### config.mk
export PLATFORM = sky130hd
export DESIGN_NAME = presample_sel
export DESIGN_NICKNAME = d
export VERILOG_FILES = /design/src/rtl/presample_pkg.sv /design/src/rtl/presample_grp_mux.sv /design/src/rtl/presample_rot.sv /design/src/rtl/presample_onehot.sv /design/src/rtl/presample_sel.sv
export SDC_FILE = /design/constraint.sdc
export NUM_CORES = 1
export LEC_CHECK = 0
export BUFFER_PORTS_ARGS = -buffer_cell sky130_fd_sc_hd__buf_2
export CORE_AREA = 2 2 39 41
export CTS_BUF_LIST = sky130_fd_sc_hd__clkbuf_4
export DETAILED_ROUTE_END_ITERATION = 16
export DIE_AREA = 0 0 41 43
export PLACE_DENSITY = 0.63
export REMOVE_ABC_BUFFERS = 1
export SYNTH_ARGS = -nofsm -noshare
export SYNTH_HDL_FRONTEND = slang
export SYNTH_SLANG_ARGS = --single-unit
### constraint.sdc
create_clock -name clk -period 3.7 [get_ports clk]
set_clock_uncertainty 0.1 [all_clocks]
set_input_delay 0.555 -clock clk [delete_from_list [all_inputs] [get_ports clk]]
set_output_delay 0.555 -clock clk [all_outputs]
set_load 0.01 [all_outputs]
### src/rtl/presample_pkg.sv
package presample_pkg;
  localparam int unsigned PS_NUM_VOLT  = 4;
  localparam int unsigned PS_SEL_W     = $clog2(PS_NUM_VOLT);
  localparam int unsigned PS_NUM_GRP   = 3;
  localparam int unsigned PS_CHAN_W    = 7;
  localparam int unsigned PS_GRP_SHIFT = 5;
endpackage

### src/rtl/presample_grp_mux.sv
module presample_grp_mux
  import presample_pkg::*;
#(
  parameter int unsigned SEL_W     = PS_SEL_W,
  parameter int unsigned N_GRP     = PS_NUM_GRP,
  parameter int unsigned CH_W      = PS_CHAN_W,
  parameter int unsigned GRP_SHIFT = PS_GRP_SHIFT
) (
  input  logic [N_GRP*SEL_W-1:0] codes,
  input  logic [CH_W-1:0]        chan,
  output logic [SEL_W-1:0]       sel
);
  localparam int unsigned HI_W = CH_W - GRP_SHIFT;

  logic [HI_W-1:0] hi;
  assign hi = chan[CH_W-1:GRP_SHIFT];

  // Every group index past the last one folds onto the last code.
  always_comb begin
    sel = codes[(N_GRP-1)*SEL_W +: SEL_W];
    for (int g = N_GRP - 2; g >= 0; g--) begin
      if (hi == HI_W'(g)) sel = codes[g*SEL_W +: SEL_W];
    end
  end
endmodule

### src/rtl/presample_rot.sv
module presample_rot
  import presample_pkg::*;
#(
  parameter int unsigned N_VOLT = PS_NUM_VOLT,
  parameter int unsigned SEL_W  = PS_SEL_W
) (
  input  logic             clk,
  input  logic             rst_n,
  input  logic             start,
  input  logic             stop,
  input  logic             adv,
  input  logic             cnt_mode,
  output logic             act,
  output logic [SEL_W-1:0] cnt
);
  localparam logic [SEL_W-1:0] LAST = SEL_W'(N_VOLT - 1);

  always_ff @(posedge clk) begin
    if (!rst_n) begin
      act <= 1'b0;
      cnt <= '0;
    end else if (start) begin
      act <= 1'b1;
      cnt <= '0;
    end else begin
      if (stop) act <= 1'b0;
      if (act && cnt_mode && adv) cnt <= (cnt == LAST) ? '0 : cnt + 1'b1;
    end
  end
endmodule

### src/rtl/presample_onehot.sv
module presample_onehot
  import presample_pkg::*;
#(
  parameter int unsigned N_VOLT = PS_NUM_VOLT,
  parameter int unsigned SEL_W  = PS_SEL_W
) (
  input  logic              en,
  input  logic [SEL_W-1:0]  sel,
  output logic [N_VOLT-1:0] oh
);
  for (genvar v = 0; v < N_VOLT; v++) begin : g_bit
    assign oh[v] = en && (sel == SEL_W'(v));
  end
endmodule

### src/rtl/presample_sel.sv
module presample_sel
  import presample_pkg::*;
#(
  parameter int unsigned N_VOLT    = PS_NUM_VOLT,
  parameter int unsigned SEL_W     = PS_SEL_W,
  parameter int unsigned CH_W      = PS_CHAN_W,
  parameter int unsigned GRP_SHIFT = PS_GRP_SHIFT
) (
  input  logic              clk,
  input  logic              rst_n,
  input  logic [SEL_W-1:0]  grp0_code,
  input  logic [SEL_W-1:0]  grp1_code,
  input  logic [SEL_W-1:0]  grp2_code,
  input  logic              cnt_mode,
  input  logic [CH_W-1:0]   chan_num,
  input  logic              conv_start,
  input  logic              chain_done,
  input  logic              scan_wrap,
  input  logic              conv_stop,
  output logic [N_VOLT-1:0] sw_en
);
  localparam int unsigned N_GRP = 3;

  logic [SEL_W-1:0] grp_sel;
  logic [SEL_W-1:0] rot_q;
  logic [SEL_W-1:0] fin_sel;
  logic             act_q;

  presample_grp_mux #(
    .SEL_W(SEL_W), .N_GRP(N_GRP), .CH_W(CH_W), .GRP_SHIFT(GRP_SHIFT)
  ) u_grp (
    .codes({grp2_code, grp1_code, grp0_code}),
    .chan (chan_num),
    .sel  (grp_sel)
  );

  presample_rot #(.N_VOLT(N_VOLT), .SEL_W(SEL_W)) u_rot (
    .clk     (clk),
    .rst_n   (rst_n),
    .start   (conv_start),
    .stop    (conv_stop),
    .adv     (chain_done | scan_wrap),
    .cnt_mode(cnt_mode),
    .act     (act_q),
    .cnt     (rot_q)
  );

  // Counter mode takes priority over the static group codes.
  assign fin_sel = cnt_mode ? rot_q : grp_sel;

  presample_onehot #(.N_VOLT(N_VOLT), .SEL_W(SEL_W)) u_oh (
    .en (act_q),
    .sel(fin_sel),
    .oh (sw_en)
  );
endmodule

==> results of run 1 <==
==> metrics by stage <==
stage               instance area (um^2)   util  total power [uW]  hold WS (ns)
floorplan                            302      -              49.7         0.385
global placement                     412  0.297              62.3         0.416
detailed placement                   412  0.297              62.6         0.433
CTS                                  442  0.319               130         0.434
global route                         442  0.319               136         0.443
finish                               442  0.319               125         0.429
==> final cells by class <==
cell class	instances	area, um^2	share of cell area
inverter	2	7.51	0.0170
clock buffer	4	30.0	0.0680
multi-input combinational	32	234	0.530
timing repair buffer	18	90.1	0.204
tap	16	20.0	0.0453
sequential	3	60.1	0.136
==> flip-flops by register name, summed over array words and instances, names as in the netlist <==
| register | cells |
|---|---|
| u_rot.cnt | 2 |
| u_rot.act | 1 |
==> tightest hold or removal path: stages (launching register included) <==
cell and delay, ns:
dfxtp_1 0.35, nand2_1 0.07, a21oi_1 0.06
==> routing by layer <==
| metal | wire (um) | vias to the layer above |
|---|---|---|
| li1 | - | 185 |
| met1 | 281 | 157 |
| met2 | 342 | 14 |
| met3 | 62 | 2 |
| met4 | 8 | 0 |
| met5 | 0 | - |
==> power by group <==
group / internal, uW / switching, uW / leakage (uW) / total [uW]
combinational: 14.5 / 12.3 / 0.000166 / 26.8
sequential: 33.5 / 1.35 / 0.0000245 / 34.9
clock: 47.6 / 15.6 / 0.0000184 / 63.3
total: 95.7 / 29.3 / 0.000209 / 125
==> cells by family (layout without fill, tap and decap cells) <==
family	after synthesis	after routing	share of synthesized area
muxes	3	3	0.104
buffers and inverters	3	24	0.0600
and+or+nand+nor	17	17	0.340
DFF	3	3	0.192
adders and majority gates	1	1	0.0400
AOI/OAI and AO/OA	11	11	0.264
==> cells in the mapped netlist, drive strengths merged (2+ instances only) <==
| cell type | n |
|---|---|
| dfxtp | 3 |
| inv | 2 |
| mux2 | 2 |
| nand2 | 2 |
| nand2b | 2 |
| nor2 | 3 |
| o211ai | 2 |
| o21a | 2 |
| o21ai | 2 |
==> final timing paths <==
check	to	slack (ns)	cells after the start
max	sw_en[1]	1.52	5
min	u_rot.cnt[0]	0.43	2
max reg2reg	u_rot.cnt[0]	2.50	3
min reg2reg	u_rot.cnt[0]	0.43	2
==> out/metrics.yaml, run 1 <==
worst_setup_path:
  arrival_ns: 1.52
  cp-startpoint: "cnt_mode"
  r2r_start: "u_rot.act"
  crit_slowest_cell: "or3b_1"
  crit_path_start_kind: "input port"
  crit_path_max_incr_delay_ns: 0.42
  cp-end-kind: "output pin"
  critPathMaxFanout: 10
  path_delay_family: "simple AND/OR/NAND/NOR gates"
  required_ns: 3.04
  path_cells: "buf_2, or3b_1, a22oi_2, o21a_1, buf_2"
  crit_type: "in2out"
  cp_num_buf_inv: 2
  crit_top_cell: "buf_2"
finish:
  layout_commonest_cell: "buf_2"
  stdcell_count: 75
  drive_gt1_frac: 0.458
  area_growth_syn_to_layout_pct: 41.2
  antenna-diode-count: 0
  mostFrequentLayoutCells: "buf_2 (18), clkbuf_4 (4), nor2_1 (3), dfxtp_1 (3)"
  n_fill_cell: 153
  final_nets: 81
sta:
  period_minus_slack_ns: 2.18
  max_freq_ghz: 0.459
  setup_viol: 0
  fin_crit_sh: 0.589
  fin_tns_setup_ns: 0
  slew_violations: 0
  rsz0062_at_grt: "false"
  layout_setup_ws_ns: 1.52
  slew_headroom: 0.811
  finalHoldViolCount: 0
  worst_slew_pin_slew_ns: 0.283
drt:
  wl_per_cell_um: 9.27
  antenna_left: 0
  drt_iter0_drc: 2
  via_per_inst: 4.77
  dr.pass1.iters: 2
  drc_errors: 0
  totalWireLength_um: 695
  num_vias: 358
yosys:
  avgSynthCellArea_um2: 8.23
  synth.area.top_cells: "dfxtp_1 (19%), mux2_2 (7.2%), o211ai_1 (4.8%), o21a_1 (4.8%), a22oi_2 (4.0%)"
  async_flop_share: 0
  ys_types: 27
  synth_edf_count: 0
  ys_seq_elements: 3
  ys_warn_count: 0
  synth_top_area_share: 0.192
  synth_top_area_cell: "dfxtp_1"
  synth_ff_type: "dfxtp_1"
  syn_area_um2: 313
  synth-seq-area-share: 0.192
  synth_cells: 38
clock_network:
  cts.sinks: 3
  postCtsResizedCells: 0
  ctsLongestPathBuffers: 2
  cts_root_buf: "clkbuf_4"
  cts_tree: "done"
  htreeDepth: 1
  path_clk_slew_ns: 0.04
  cts-buffers-inserted: 3
  cts_hold_buf: 0
  clock_latency_ns: 0.23
  post_cts_buffers: 0
grt:
  grt_pass1_vias: 282
  antenna_found_initial: 0
  gr-usage-met2: 0.138
  grt_busiest_layer: "met2"
  grtUsageTotal: 0.0932
  use_met3: 0.0314
  grt_overflow: 0
  use_met1: 0.0990
  grt_pass1_wl_um: 1070
  grt_max_degree: 11
power:
  ir_drop_mv: 0.137
  power.leakage_uw: 0.000209
  p_per_area_nw_per_um2: 283
die:
  pin_count: 24
  die_area_um2: 1760
  chipHeight_um: 43
  initial_utilization: 0.226
  die_w_um: 41
  rows: 14
  core-area_um2: 1380
status:
  outcome: "completed"
placed_design:
  place_ws_ns: 1.52
  io_buffer_count: 18
  gp_congestion: 0.712
  place_inst: 71
run:
  cap_viol_max_count: 0
min_path:
  worstHoldStart: "u_rot.cnt[0]"
  min_path_type: "reg2reg"
(Power assumes the default switching activity.)
==> run 2, diff against run 1 <==
Settings changed: PLACE_DENSITY 0.63 to 0.65.
Clock period 3.7 ns to 1.9 ns, I/O delays scaled along.
==> run 2 against run 1 <==
Against the previous run:
- cell count did not move
- count of clock-buffer cells in the layout did not move
- utilization did not move
- critical path depth fell by 1
- sequential power rose by 95%
- sequential share of layout area did not move
- die area did not move
- power rose by 98%
- global-route usage rose by 1.0 points
- critical endpoint is now sw_en[3]
- highest routed layer is now met3
==> out/metrics.yaml, run 2 (same netlist as run 1, synthesis figures left out) <==
status:
  outcome: "completed"
worst_setup_path:
  crit_slowest_cell: "dfxtp_1"
  arrival_ns: 1.28  # -0.24 ns
  cp-end-kind: "output pin"
  crit_type: "reg2out"
  cp_num_buf_inv: 1  # -1
  crit_path_max_incr_delay_ns: 0.36  # -0.06 ns
  critPathMaxFanout: 4  # -6
  crit_path_start_kind: "flop"
  required_ns: 1.51  # -1.53 ns
  path_cells: "nand2b_1, nand3_1, o31ai_1, buf_2"
  path_delay_family: "flip-flops"
placed_design:
  io_buffer_count: 18  # unchanged
  place_inst: 71  # unchanged
  gp_congestion: 0.722  # +1.4%
  post-dp-hpwl_um: 596
finish:
  largest_register_ff_count: 2  # unchanged
  drive_gt1_frac: 0.458  # unchanged
  register_area_um2: 60.1  # unchanged
  final_nets: 81  # unchanged
  n_fill_cell: 156  # +2.0%
  regMostFlops: "u_rot.cnt"
  area_growth_syn_to_layout_pct: 41.2  # unchanged
  multi_input_area_um2: 234  # unchanged
  utilization: 0.319  # unchanged
  antenna-diode-count: 0  # unchanged
  mostFrequentLayoutCells: "buf_2 (18), clkbuf_4 (4), nor2_1 (3), dfxtp_1 (3)"
  layout_commonest_cell: "buf_2"
  reg.largest.list: "u_rot.cnt x2, u_rot.act x1"
  stdcell_count: 75  # unchanged
clock_network:
  clock_latency_ns: 0.23  # about the same
  cts_root_buf: "clkbuf_4"
  cts_tree: "done"
  htreeDepth: 1  # unchanged
  cts_hold_buf: 0  # unchanged
  postCtsResizedCells: 0  # unchanged
  cts.sinks: 3  # unchanged
  ctsLongestPathBuffers: 2  # unchanged
  cts-buffers-inserted: 3  # unchanged
  path_clk_slew_ns: 0.04  # about the same
  post_cts_buffers: 0  # unchanged
grt:
  grt_pass1_wl_um: 1240  # +16%
  antenna_found_initial: 0  # unchanged
  grt_overflow: 0  # unchanged
  grt_pass1_vias: 317  # +12%
  grt_max_degree: 11  # unchanged
  grtUsageTotal: 0.103  # +0.0101
die:
  die_w_um: 41  # unchanged
  rows: 14  # unchanged
  core-area_um2: 1380  # unchanged
  chipHeight_um: 43  # unchanged
  die_area_um2: 1760  # unchanged
  pin_count: 24  # unchanged
  initial_utilization: 0.226  # unchanged
sta:
  worst_slew_pin_slew_ns: 0.279  # -0.00346 ns
  fin_crit_sh: 0.877
  slew_headroom: 0.813  # +0.00231
  fin_tns_setup_ns: 0  # unchanged
  slew_violations: 0  # unchanged
  rsz0062_at_grt: "false"
  period_minus_slack_ns: 1.67
  setup_viol: 0  # unchanged
  finalHoldViolCount: 0  # unchanged
  max_freq_ghz: 0.600
drt:
  totalWireLength_um: 718  # +3.3%
  antenna_left: 0  # unchanged
  drt_iter0_drc: 7  # +5
  via_per_inst: 4.84  # +1.4%
  wl_per_cell_um: 9.57  # +3.3%
  dr.pass1.iters: 4  # +2
  drc_errors: 0  # unchanged
  num_vias: 363  # +1.4%
power:
  ir_drop_mv: 0.205  # +50%
  p_per_area_nw_per_um2: 562  # +98%
  power.leakage_uw: 0.000209  # unchanged
min_path:
  min_path_type: "in2reg"
run:
  cap_viol_max_count: 0  # unchanged
run 2: worst reg2reg max path, stage by stage, from the launching register on:
cell and delay (ns):
dfxtp_1 0.41, o211ai_1 0.18, or3_1 0.34, a21oi_1 0.12
run 2: final timing paths:
path	start	to	cells after the start	slack [ns]
worst max-delay path	u_rot.cnt[1]	sw_en[3]	4	0.23
worst min register to register	u_rot.cnt[0]	u_rot.cnt[0]	2	0.42
worst min-delay path	rst_n	u_rot.act	2	0.18
worst max register to register	u_rot.act	u_rot.cnt[0]	3	0.70
run 2: power breakdown:
group / switching [uW] / leakage, uW / internal (uW) / total (uW)
sequential: 2.86 / 0.0000245 / 65.2 / 68.1
clock: 34.0 / 0.0000184 / 93.0 / 127
combinational: 24.5 / 0.000166 / 28.3 / 52.9
total: 61.4 / 0.000209 / 187 / 248
run 2: metal layers:
metal,global-route usage,share of wire
met3,0.0209,0.097
met5,0,0
met1,0.128,0.43
met4,0.0800,0
met2,0.147,0.47
run 2: final cells by class:
type	count	share of cell area
flip-flops and latches	3	0.136
well taps	16	0.0453
multi-input cells	32	0.530
repair buffers	18	0.204
clock buffers	4	0.0680
inverters	2	0.0170
run 2: stage by stage:
stage / power, uW / instance area (um^2) / hold slack, ns / setup WS [ns]
after global placement: 121 / 412 / 0.402 / 0.262
after floorplan: 96.7 / 302 / 0.303 / 0.478
after CTS: 257 / 442 / 0.165 / 0.204
after detailed placement: 123 / 412 / 0.410 / 0.250
after global routing: 266 / 442 / 0.195 / 0.137
final: 248 / 442 / 0.175 / 0.235
==> run 3, diff against run 2 <==
Settings changed: CTS_BUF_LIST sky130_fd_sc_hd__clkbuf_4 to default, REMOVE_ABC_BUFFERS 1 to default.
==> run 3 against run 2 <==
Against the previous run:
- cell area fell by 0.85%
- non-clock buffer count did not move
- clock power fell by 15%
- worst setup slack got worse by 0.0070 ns
- combinational power barely moved
==> out/metrics.yaml, run 3 (same netlist as run 1, synthesis figures left out) <==
status:
  outcome: "completed"
finish:
  area_growth_syn_to_layout_pct: 40.0
  antenna-diode-count: 0  # unchanged
  reg.largest.list: "u_rot.cnt x2, u_rot.act x1"
  register_area_um2: 60.1  # unchanged
  regMostFlops: "u_rot.cnt"
  multi_input_area_um2: 234  # unchanged
  drive_gt1_frac: 0.441  # -0.0169
  layout_commonest_cell: "buf_2"
  final_nets: 81  # unchanged
  largest_register_ff_count: 2  # unchanged
  mostFrequentLayoutCells: "buf_2 (18), nor2_1 (3), clkbuf_4 (3), dfxtp_1 (3)"
  n_fill_cell: 168  # +7.7%
die:
  chipHeight_um: 43  # unchanged
  pin_count: 24  # unchanged
  rows: 14  # unchanged
  die_w_um: 41  # unchanged
  initial_utilization: 0.226  # unchanged
  core-area_um2: 1380  # unchanged
  die_area_um2: 1760  # unchanged
sta:
  fin_tns_setup_ns: 0  # unchanged
  max_freq_ghz: 0.598  # -0.42%
  rsz0062_at_grt: "false"
  layout_setup_ws_ns: 0.228  # -0.00702 ns
  slew_headroom: 0.798  # -0.0149
  fin_crit_sh: 0.880  # +0.00370
  slew_violations: 0  # unchanged
  period_minus_slack_ns: 1.67  # +0.00702 ns
  setup_viol: 0  # unchanged
  worst_slew_pin_slew_ns: 0.301  # +0.0222 ns
  finalHoldViolCount: 0  # unchanged
drt:
  wl_per_cell_um: 9.59  # +0.14%
  drc_errors: 0  # unchanged
  antenna_left: 0  # unchanged
  num_vias: 355  # -2.2%
  totalWireLength_um: 719  # +0.14%
  dr.pass1.iters: 3  # -1
  via_per_inst: 4.73  # -2.2%
  drt_iter0_drc: 3  # -4
clock_network:
  cts_tree: "done"
  post_cts_buffers: 0  # unchanged
  cts_root_buf: "clkbuf_4"
  clock_latency_ns: 0.23  # about the same
  postCtsResizedCells: 0  # unchanged
  cts.sinks: 3  # unchanged
  htreeDepth: 1  # unchanged
  path_clk_slew_ns: 0.03  # about the same
  ctsLongestPathBuffers: 2  # unchanged
  cts_hold_buf: 0  # unchanged
  cts-buffers-inserted: 3  # unchanged
worst_setup_path:
  crit_path_max_incr_delay_ns: 0.36  # about the same
  arrival_ns: 1.29  # about the same
  crit_slowest_cell: "dfxtp_1"
  crit_path_start_kind: "flop"
  cp_num_buf_inv: 1  # unchanged
  critPathMaxFanout: 4  # unchanged
  path_delay_family: "flip-flops"
  cp-end-kind: "output pin"
  path_cells: "nand2b_1, nand3_1, o31ai_1, buf_2"
  crit_type: "reg2out"
  required_ns: 1.51  # about the same
grt:
  grt_pass1_wl_um: 1150  # -7.8%
  grt_max_degree: 11  # unchanged
  grt_pass1_vias: 310  # -2.2%
  grt_overflow: 0  # unchanged
  grtUsageTotal: 0.0991  # -0.00421
  antenna_found_initial: 0  # unchanged
power:
  p_switching_uw: 56.7  # -7.7%
  p_sw_frac: 0.248  # about the same
  p_per_area_nw_per_um2: 522  # -7.0%
  combPwrFrac: 0.231  # +0.018
  seqPwrFrac: 0.298  # +0.023
  ir_drop_mv: 0.266  # +30%
  internal-power_uw: 172  # -7.8%
  pwr-share-clk: 0.471  # -0.041
  power.leakage_uw: 0.000205  # -1.6%
placed_design:
  place_ws_ns: 0.254  # +0.00376 ns
  post-dp-hpwl_um: 624  # +4.6%
  io_buffer_count: 18  # unchanged
  gp_congestion: 0.689  # -4.6%
run:
  cap_viol_max_count: 0  # unchanged
min_path:
  min_path_type: "in2reg"
yosys:
  synth_nets: 59
[run 3: area by class of cell]
class,count,share of cell area
Clock buffer,4,0.0600
Inverter,2,0.0171
Multi-Input combinational cell,32,0.534
Sequential cell,3,0.137
Tap cell,16,0.0457
Timing Repair Buffer,18,0.206
[run 3: per-stage QoR]
step	instance area, um^2	instances	hold WS [ns]	utilization	power (uW)
finish	438	75	0.172	0.316	229
detailed placement	412	71	0.407	0.297	122
floorplan	313	38	0.303	-	101
CTS	438	75	0.163	0.316	237
global route	438	75	0.183	0.316	249
global placement	412	71	0.404	0.297	121
[run 3: power groups by stage]
stage                     clock (uW)  sequential (uW)  combinational, uW
final                            108             68.2               52.8
after CTS                        116             68.2               53.6
after detailed placement           0             69.1               53.3
after global routing             122             68.5               59.1
after floorplan                    0             68.2               32.4
after global placement             0             68.9               52.3
[run 3: worst paths after layout]
| kind | depth (start not counted) | endpoint | slack (ns) | start |
|---|---|---|---|---|
| worst max register to register | 3 | u_rot.cnt[0] | 0.65 | u_rot.act |
| worst max-delay path | 4 | sw_en[3] | 0.23 | u_rot.cnt[1] |
| worst min register to register | 2 | u_rot.cnt[0] | 0.43 | u_rot.cnt[0] |
| worst min-delay path | 2 | u_rot.act | 0.17 | rst_n |
[run 3: worst reg2reg max path: stages, from the launching register on]
cell and delay [ns]:
dfxtp_1 0.41, o211ai_1 0.19, or3_1 0.34, a21oi_1 0.14
[run 3: routing by layer]
metal / vias to the layer above / GRT usage / part of all wire
met5: - / 0 / 0
met4: 0 / 0.0800 / 0
met3: 0 / 0.0314 / 0.075
met2: 13 / 0.153 / 0.52
met1: 154 / 0.102 / 0.41
li1: 188 / - / -
